$ cat src/rtl/adc_scan_pkg.sv
package adc_scan_pkg;

  // Sequencer states
  typedef enum logic [1:0] {
    ST_IDLE  = 2'd0,  // waiting for a start
    ST_EMPTY = 2'd1,  // start with empty mask, drop busy next cycle
    ST_WAIT  = 2'd2,  // one conversion outstanding
    ST_FIN   = 2'd3   // last result being committed
  } scan_state_e;

endpackage

$ cat src/rtl/adc_trig_sel.sv
module adc_trig_sel #(
  parameter int TRIG_N = 3,
  parameter int SEL_W  = $clog2(TRIG_N + 1)
) (
  input  logic              clk,
  input  logic              rst,
  input  logic [TRIG_N-1:0] ext_trig,
  input  logic [SEL_W-1:0]  sel,
  output logic              trig_rise
);

  logic [TRIG_N-1:0] prev_q;
  logic [TRIG_N:0]   by_code;

  always_ff @(posedge clk) begin
    if (rst) prev_q <= '0;
    else     prev_q <= ext_trig;
  end

  // code 0 never fires; code k+1 follows input k
  assign by_code[0] = 1'b0;
  for (genvar g = 0; g < TRIG_N; g++) begin : g_edge
    assign by_code[g+1] = ext_trig[g] & ~prev_q[g];
  end

  always_comb begin
    trig_rise = 1'b0;
    if (int'(sel) <= TRIG_N) trig_rise = by_code[sel];
  end

endmodule

$ cat src/rtl/adc_result_bank.sv
module adc_result_bank #(
  parameter int NUM_CH = 6,
  parameter int RES_W  = 16,
  parameter int CH_W   = $clog2(NUM_CH)
) (
  input  logic             clk,
  input  logic             wr_en,
  input  logic [CH_W-1:0]  wr_idx,
  input  logic [RES_W-1:0] wr_data,
  input  logic [CH_W-1:0]  rd_idx,
  output logic [RES_W-1:0] rd_data
);

  logic [RES_W-1:0] mem [NUM_CH];

  // single write port, registered read: maps to distributed or block RAM
  always_ff @(posedge clk) begin
    if (wr_en && int'(wr_idx) < NUM_CH) mem[wr_idx] <= wr_data;
    if (int'(rd_idx) < NUM_CH) rd_data <= mem[rd_idx];
    else                       rd_data <= '0;
  end

endmodule

$ cat src/rtl/adc_scan_ctrl.sv
module adc_scan_ctrl
  import adc_scan_pkg::*;
#(
  parameter int NUM_CH = 6,
  parameter int RES_W  = 16,
  parameter int CH_W   = $clog2(NUM_CH)
) (
  input  logic              clk,
  input  logic              rst,
  input  logic              go_req,
  input  logic              abort_req,
  input  logic [NUM_CH-1:0] mask,
  input  logic              conv_done,
  input  logic [RES_W-1:0]  conv_result,
  output logic              busy,
  output logic              conv_start,
  output logic [CH_W-1:0]   conv_chan,
  output logic              wr_en,
  output logic [CH_W-1:0]   wr_idx,
  output logic [RES_W-1:0]  wr_data,
  output logic              scan_done
);

  scan_state_e       state_q;
  logic [NUM_CH-1:0] pend_q;
  logic [CH_W-1:0]   cur_q;
  logic              start_q, wr_en_q, done_q;
  logic [CH_W-1:0]   wr_idx_q;
  logic [RES_W-1:0]  wr_data_q;

  function automatic logic [CH_W-1:0] first_set(input logic [NUM_CH-1:0] m);
    first_set = '0;
    for (int i = NUM_CH - 1; i >= 0; i--) begin
      if (m[i]) first_set = CH_W'(i);
    end
  endfunction

  function automatic logic [NUM_CH-1:0] bit_of(input logic [CH_W-1:0] idx);
    bit_of = '0;
    for (int i = 0; i < NUM_CH; i++) begin
      if (int'(idx) == i) bit_of[i] = 1'b1;
    end
  endfunction

  logic [CH_W-1:0] pick_new, pick_next;
  assign pick_new  = first_set(mask);
  assign pick_next = first_set(pend_q);

  always_ff @(posedge clk) begin
    if (rst) begin
      state_q   <= ST_IDLE;
      pend_q    <= '0;
      cur_q     <= '0;
      start_q   <= 1'b0;
      wr_en_q   <= 1'b0;
      wr_idx_q  <= '0;
      wr_data_q <= '0;
      done_q    <= 1'b0;
    end else begin
      start_q <= 1'b0;
      wr_en_q <= 1'b0;
      done_q  <= 1'b0;
      unique case (state_q)
        ST_IDLE: begin
          if (go_req) begin
            if (|mask) begin
              cur_q   <= pick_new;
              pend_q  <= mask & ~bit_of(pick_new);
              start_q <= 1'b1;
              state_q <= ST_WAIT;
            end else begin
              state_q <= ST_EMPTY;
            end
          end
        end
        ST_EMPTY: state_q <= ST_IDLE;
        ST_WAIT: begin
          if (abort_req) begin
            pend_q  <= '0;
            state_q <= ST_IDLE;
          end else if (conv_done) begin
            wr_en_q   <= 1'b1;
            wr_idx_q  <= cur_q;
            wr_data_q <= conv_result;
            if (|pend_q) begin
              cur_q   <= pick_next;
              pend_q  <= pend_q & ~bit_of(pick_next);
              start_q <= 1'b1;
            end else begin
              done_q  <= 1'b1;
              state_q <= ST_FIN;
            end
          end
        end
        ST_FIN: state_q <= ST_IDLE;
        default: state_q <= ST_IDLE;
      endcase
    end
  end

  assign busy       = (state_q != ST_IDLE);
  assign conv_start = start_q;
  assign conv_chan  = cur_q;
  assign wr_en      = wr_en_q;
  assign wr_idx     = wr_idx_q;
  assign wr_data    = wr_data_q;
  assign scan_done  = done_q;

  // a request is a single-cycle pulse, never back to back
  a_r4_single_outstanding: assert property (@(posedge clk) disable iff (rst)
    conv_start |=> !conv_start);

  // a request follows either an accepted start or a completion
  a_r4_start_cause: assert property (@(posedge clk) disable iff (rst)
    conv_start |-> ($past(go_req) || $past(conv_done)));

  // within a scan, channels climb strictly
  a_r3_ascending: assert property (@(posedge clk) disable iff (rst)
    (conv_start && $past(state_q == ST_WAIT)) |-> (conv_chan > $past(conv_chan)));

  // abort during a conversion returns to idle with no result write
  a_r6_abort_idle: assert property (@(posedge clk) disable iff (rst)
    (abort_req && state_q == ST_WAIT) |=> (state_q == ST_IDLE && !wr_en && !scan_done));

  // empty-mask start lasts a single cycle and requests nothing
  a_r7_empty_short: assert property (@(posedge clk) disable iff (rst)
    (state_q == ST_EMPTY) |=> (!busy && !conv_start));

endmodule

$ cat src/rtl/adc_scan_seq.sv
module adc_scan_seq #(
  parameter int NUM_CH = 6,
  parameter int RES_W  = 16,
  parameter int REG_W  = 16,
  parameter int ADDR_W = 3,
  parameter int TRIG_N = 3
) (
  input  logic              clk,
  input  logic              rst,
  input  logic [ADDR_W-1:0] reg_addr,
  input  logic              reg_wr_en,
  input  logic [REG_W-1:0]  reg_wdata,
  output logic [REG_W-1:0]  reg_rdata,
  input  logic [TRIG_N-1:0] ext_trig,
  output logic              conv_start,
  output logic [$clog2(NUM_CH)-1:0] conv_chan,
  input  logic              conv_done,
  input  logic [RES_W-1:0]  conv_result,
  output logic              irq
);

  localparam int CH_W      = $clog2(NUM_CH);
  localparam int SEL_W     = $clog2(TRIG_N + 1);
  localparam int START_B   = NUM_CH;
  localparam int FLAG_B    = NUM_CH + 1;
  localparam int IE_B      = NUM_CH + 2;
  localparam int TS_LO     = NUM_CH + 3;
  localparam int USED_W    = NUM_CH + 3 + SEL_W;
  localparam int DATA_BASE = 1;

  logic [NUM_CH-1:0] mask_q;
  logic              ie_q, flag_q, irq_q;
  logic [SEL_W-1:0]  tsel_q;
  logic              flag_d, ie_d;

  logic ctrl_wr, busy, trig_rise, go_req, abort_req;
  logic [NUM_CH-1:0] go_mask;
  logic              wr_en, scan_done;
  logic [CH_W-1:0]   wr_idx;
  logic [RES_W-1:0]  wr_data;

  logic unused_wbits;
  assign unused_wbits = ^reg_wdata[REG_W-1:USED_W];

  assign ctrl_wr   = reg_wr_en && (reg_addr == ADDR_W'(0));
  assign go_req    = (ctrl_wr && reg_wdata[START_B]) || trig_rise;
  assign abort_req = ctrl_wr && !reg_wdata[START_B] && busy;
  assign go_mask   = ctrl_wr ? reg_wdata[NUM_CH-1:0] : mask_q;

  adc_trig_sel #(.TRIG_N(TRIG_N), .SEL_W(SEL_W)) u_trig (
    .clk(clk), .rst(rst), .ext_trig(ext_trig), .sel(tsel_q), .trig_rise(trig_rise)
  );

  adc_scan_ctrl #(.NUM_CH(NUM_CH), .RES_W(RES_W), .CH_W(CH_W)) u_ctrl (
    .clk(clk), .rst(rst), .go_req(go_req), .abort_req(abort_req), .mask(go_mask),
    .conv_done(conv_done), .conv_result(conv_result), .busy(busy),
    .conv_start(conv_start), .conv_chan(conv_chan), .wr_en(wr_en),
    .wr_idx(wr_idx), .wr_data(wr_data), .scan_done(scan_done)
  );

  // control fields and sticky flag
  always_comb begin
    ie_d   = ctrl_wr ? reg_wdata[IE_B] : ie_q;
    flag_d = flag_q;
    if (scan_done)                        flag_d = 1'b1;
    else if (ctrl_wr && !reg_wdata[FLAG_B]) flag_d = 1'b0;
  end

  always_ff @(posedge clk) begin
    if (rst) begin
      mask_q <= '0;
      ie_q   <= 1'b0;
      tsel_q <= '0;
      flag_q <= 1'b0;
      irq_q  <= 1'b0;
    end else begin
      if (ctrl_wr) begin
        mask_q <= reg_wdata[NUM_CH-1:0];
        tsel_q <= reg_wdata[TS_LO +: SEL_W];
      end
      ie_q   <= ie_d;
      flag_q <= flag_d;
      irq_q  <= flag_d & ie_d;
    end
  end

  assign irq = irq_q;

  // read path
  logic [CH_W-1:0]   rd_idx;
  logic [RES_W-1:0]  bank_rd;
  logic              data_hit;
  logic              sel_ctrl_q, sel_data_q;
  logic [REG_W-1:0]  ctrl_rd_q;

  assign data_hit = (int'(reg_addr) >= DATA_BASE) && (int'(reg_addr) < DATA_BASE + NUM_CH);
  assign rd_idx   = CH_W'(reg_addr - ADDR_W'(DATA_BASE));

  adc_result_bank #(.NUM_CH(NUM_CH), .RES_W(RES_W), .CH_W(CH_W)) u_bank (
    .clk(clk), .wr_en(wr_en), .wr_idx(wr_idx), .wr_data(wr_data),
    .rd_idx(rd_idx), .rd_data(bank_rd)
  );

  always_ff @(posedge clk) begin
    if (rst) begin
      sel_ctrl_q <= 1'b0;
      sel_data_q <= 1'b0;
      ctrl_rd_q  <= '0;
    end else begin
      sel_ctrl_q <= (reg_addr == ADDR_W'(0));
      sel_data_q <= data_hit;
      ctrl_rd_q  <= REG_W'({tsel_q, ie_q, flag_q, busy, mask_q});
    end
  end

  assign reg_rdata = sel_ctrl_q ? ctrl_rd_q :
                     sel_data_q ? REG_W'(bank_rd) : '0;

  // flag rises only as a scan ends
  a_r5_flag_on_finish: assert property (@(posedge clk) disable iff (rst)
    $rose(flag_q) |-> $fell(busy));

  // interrupt never without the flag
  a_r5_irq_needs_flag: assert property (@(posedge clk) disable iff (rst)
    irq |-> flag_q);

  // requests only go out during a scan
  a_r2_start_while_busy: assert property (@(posedge clk) disable iff (rst)
    conv_start |-> busy);

endmodule

$ cat config.mk
export PLATFORM = sky130hd
export DESIGN_NAME = adc_scan_seq
export DESIGN_NICKNAME = d
export VERILOG_FILES = /design/src/rtl/adc_scan_pkg.sv /design/src/rtl/adc_trig_sel.sv /design/src/rtl/adc_result_bank.sv /design/src/rtl/adc_scan_ctrl.sv /design/src/rtl/adc_scan_seq.sv
export SDC_FILE = /design/constraint.sdc
export NUM_CORES = 1
export LEC_CHECK = 0
export BUFFER_PORTS_ARGS = -buffer_cell sky130_fd_sc_hd__buf_2
export CAP_MARGIN = 15
export CORE_ASPECT_RATIO = 1.2
export CORE_UTILIZATION = 40
export CTS_BUF_LIST = sky130_fd_sc_hd__clkbuf_8
export DETAILED_ROUTE_END_ITERATION = 16
export GPL_ROUTABILITY_DRIVEN = 0
export RECOVER_POWER = 25
export SYNTH_ARGS = -nofsm -noshare
export SYNTH_HDL_FRONTEND = slang
export SYNTH_SLANG_ARGS = --single-unit
export TNS_END_PERCENT = 50
$ cat constraint.sdc
create_clock -name clk -period 2.6 [get_ports clk]
set_clock_uncertainty 0.1 [all_clocks]
set_input_delay 0 -clock clk [delete_from_list [all_inputs] [get_ports clk]]
set_output_delay 0 -clock clk [all_outputs]
set_load 0.05 [all_outputs]
==> implementation parameters <==
Parameter                              Value

Routing
  Per-cell routed wire length    17.4 um
  DR DRC count    0
  Routed via count divided by cell count    5.21
  Wirelength, routed    14600 um
  Total number of vias    4370
  Post-DRT Antenna Nets    0
  DRT Pass-1 Iters    5
  1st-iter DRT viols    322

Worst setup path
  Worst path cell trace    dlygate4sd3_1, buf_2, inv_1, ha_1, nand3b_1, buf_4, o221ai_1, dlygate4sd3_1, a2111oi_0
  Largest fanout on the critical path    5
  Slowest cell on crit path    sky130_fd_sc_hd__dlygate4sd3_1
  Critical path arrival    2.57 ns
  Crit path top cell by count    sky130_fd_sc_hd__dlygate4sd3_1
  Critical path endpoint category    flop
  Critical Path Start Type    input pin
  Kind of critical path    in -> reg
  Largest stage delay on the critical path    0.57 ns
  Required time of the critical path    2.82 ns

Synth
  Cell Area, Synth    6690 um2
  Post-synthesis cell count    511
  Flip-flop and latch count after synthesis    172
  Dominant combinational cell family by area after synthesis    simple AND/OR/NAND/NOR gates
  Ys Warns    0
  Synth Area in XOR/XNOR    0.131%
  Netlist cell types    53
  Sequential-to-total area share from yosys stat    65.9%
  Multiplexer area fraction after synthesis    8.25%
  Share of synthesized cell area in and, or, nand and nor gates    12.1%
  Post-synthesis async set-or-reset flop share    0%
  Number of synthesized flops with an enable pin    96
  Fraction of the mapped netlist area in adder cells    0.561%
  Complex-gate fraction of the synthesized area    10.8%
  Mean post-synth cell area    13.1 um2
  Net count after synthesis    556
  Dominant register cell in the synthesized netlist    sky130_fd_sc_hd__edfxtp_1

Floorplanning
  Placement row count    51
  Core Area    16300 um2
  Initial Utilization    41.1%
  Floorplan die area    17200 um2
  Die Span X    120 um
  Top-Level Pins    63
  Die H    144 um

Job
  Max-capacitance violation count    0

Timing
  Worst Tran Pin Value    0.872 ns
  Number of hold violations in the final report    0
  Total setup violations reported at the end of the flow    0
  Worst hold slack    0.199 ns
  Final critical delay including setup and external delays    2.35 ns
  Worst-case headroom to the max-slew limit    41.9%
  Period Utilization, post-route    90.5%
  Setup TNS Final    0 ns
  Achievable frequency    425 MHz
  RSZ-0062 raised after global routing    no
  Slew Viols, Final    0
  Fin worst setup slack    0.248 ns

Clock network
  Number of buffers added for setup after CTS    0
  Clock latency on the worst-skew pair    0.45 ns
  Clock sink count    172
  H-tree depth    4
  Maximum count of clock buffers along a single path    2
  CTS buffer count    17
  Clock tree from TritonCTS    yes
  # resized after CTS    0
  Clock Tree Root    sky130_fd_sc_hd__clkbuf_8
  Post-CTS clock slew at the launch and capture registers of the worst setup and hold paths    0.09 ns

Outcome
  Status    finished clean

Power
  Power density over the cells    619 nW/um2
  Max VDD drop    0.343 mV
  Total power    4.96 mW
  Leakage Power    3.06 nW

Global route
  All-Layer GR Usage    18.2%
  Vias in the first global route    4403
  Initial antenna violation count    0
  Aggregate global routing overflow    0
  Global-route wire length before repair    23300 um
  Pin count of the biggest net entering global routing    39

Layout
  Signed area change from the synthesized netlist to the final layout    19.8%
  # diodes    0
  Layout cell share with drive strength beyond 1    21.5%
  Leading cell type in the layout, fill and taps excluded    sky130_fd_sc_hd__edfxtp_1
  Final net count    659
  Final Util    49.2%
  Final standard cell count with taps included and fillers excluded    839
  Commonest cells after routing, fill and taps aside    sky130_fd_sc_hd__edfxtp_1 (96), sky130_fd_sc_hd__dfxtp_1 (76), sky130_fd_sc_hd__nand2_1 (70)
  Fin area    8010 um2

Placed design
  Setup WS pre-CTS    0.316 ns
  Placed standard-cell area    7260 um2
  Buffers on Ports    57
  Number of placed cells counting well taps    769
  Placed wire-length estimate    9300 um

Worst hold path
  Worst min-delay path category    in -> reg
==> repair_timing <==
action	4_1_cts	5_1_grt
endpoints found under the hold margin	46	0
hold buffers	38	0
endpoints found under the setup margin	0	0
==> final timing paths <==
kind | cells past startpoint | startpoint | slack (ns) | endpoint
worst max-delay path | 9 | reg_addr[1] | 0.25 | u_ctrl.conv_start
worst max register to register | 5 | tsel_q[1] | 0.36 | u_ctrl.pend_q[2]
worst min register to register | 1 | flag_q | 0.38 | ctrl_rd_q[7]
worst min-delay path | 5 | reg_wr_en | 0.20 | mask_q[3]
==> synthesized netlist by cell type (2+ instances only) <==
master,instances,area (um2)
sky130_fd_sc_hd__nand4_1,2,12.5
sky130_fd_sc_hd__o311ai_2,3,48.8
sky130_fd_sc_hd__or4_4,3,33.8
sky130_fd_sc_hd__nor2b_1,17,106
sky130_fd_sc_hd__nor2_1,36,135
sky130_fd_sc_hd__nor3b_1,3,22.5
sky130_fd_sc_hd__or2_2,2,12.5
sky130_fd_sc_hd__and3b_1,2,17.5
sky130_fd_sc_hd__mux4_2,16,360
sky130_fd_sc_hd__inv_1,8,30.0
sky130_fd_sc_hd__nand2_1,70,263
sky130_fd_sc_hd__o311ai_0,4,35.0
sky130_fd_sc_hd__buf_2,9,45.0
sky130_fd_sc_hd__dfxtp_1,76,1520
sky130_fd_sc_hd__nor4_1,4,25.0
sky130_fd_sc_hd__edfxtp_1,96,2880
sky130_fd_sc_hd__nand3_1,8,40.0
sky130_fd_sc_hd__a21oi_1,32,160
sky130_fd_sc_hd__nand2b_1,2,12.5
sky130_fd_sc_hd__mux2i_1,18,180
sky130_fd_sc_hd__clkbuf_1,16,60.1
sky130_fd_sc_hd__o21ai_0,8,40.0
sky130_fd_sc_hd__a311oi_1,3,26.3
sky130_fd_sc_hd__a22o_1,26,228
sky130_fd_sc_hd__o21a_1,2,15.0
sky130_fd_sc_hd__ha_1,3,37.5
sky130_fd_sc_hd__o221ai_1,3,26.3
sky130_fd_sc_hd__o211ai_1,2,15.0
sky130_fd_sc_hd__o31ai_1,2,15.0
sky130_fd_sc_hd__and2_1,6,37.5
sky130_fd_sc_hd__nor3_1,6,30.0
sky130_fd_sc_hd__a2111oi_0,2,17.5
==> flip-flops by register name, indices dropped and copies added, names as in the netlist <==
signal	flops
u_ctrl.state_q	2
irq	1
u_trig.prev_q	3
sel_data_q	1
ctrl_rd_q	11
u_ctrl.pend_q	6
u_ctrl.conv_start	1
u_ctrl.wr_idx	3
u_ctrl.conv_chan	3
tsel_q	2
flag_q	1
u_bank.mem	96
mask_q	6
u_ctrl.scan_done	1
u_ctrl.wr_data	16
u_bank.rd_data	16
sel_ctrl_q	1
ie_q	1
u_ctrl.wr_en	1
==> report_power, final <==
part / internal, mW / leakage, nW / total, mW / switching, mW
combinational: 0.143 / 1.22 / 0.341 / 0.198
clock: 0.783 / 0.187 / 1.73 / 0.949
sequential: 2.87 / 1.65 / 2.89 / 0.0176
==> final cells by class <==
type	count	area, um2
fillers	1438	8260
flip-flops and latches	172	4400
multi-input cells	303	2150
repair buffers	111	786
well taps	212	265
clock buffers	18	248
clock inverters	14	118
inverters	9	33.8
==> kinds of logic (layout without fill, tap and decap cells) <==
logic type	after synthesis	in the layout
flops	172	172
simple gates	167	167
buf+inv	36	152
fa+ha+maj	3	3
xor+xnor	1	1
compound gates	97	97
mux	35	35
==> per-layer routing <==
layer | wire length [um] | share of wire, % | vias up | GRT usage [%]
li1 | - | - | 2105 | -
met5 | 0 | 0 | - | 0
met3 | 568 | 3.9 | 14 | 3.97
met1 | 6450 | 44 | 2144 | 21.9
met2 | 7460 | 51 | 107 | 31.6
met4 | 160 | 1.1 | 0 | 6.97
==> worst max-delay path, delay by kind of cell <==
kind	cells	cell delay [ns]
buffers and inverters	5	1.48
AND/OR/NAND/NOR	1	0.29
adder cells (fa/ha/maj)	1	0.22
AO/OA/AOI/OAI	2	0.56
Note: power is estimated with default switching activity, not from simulation.
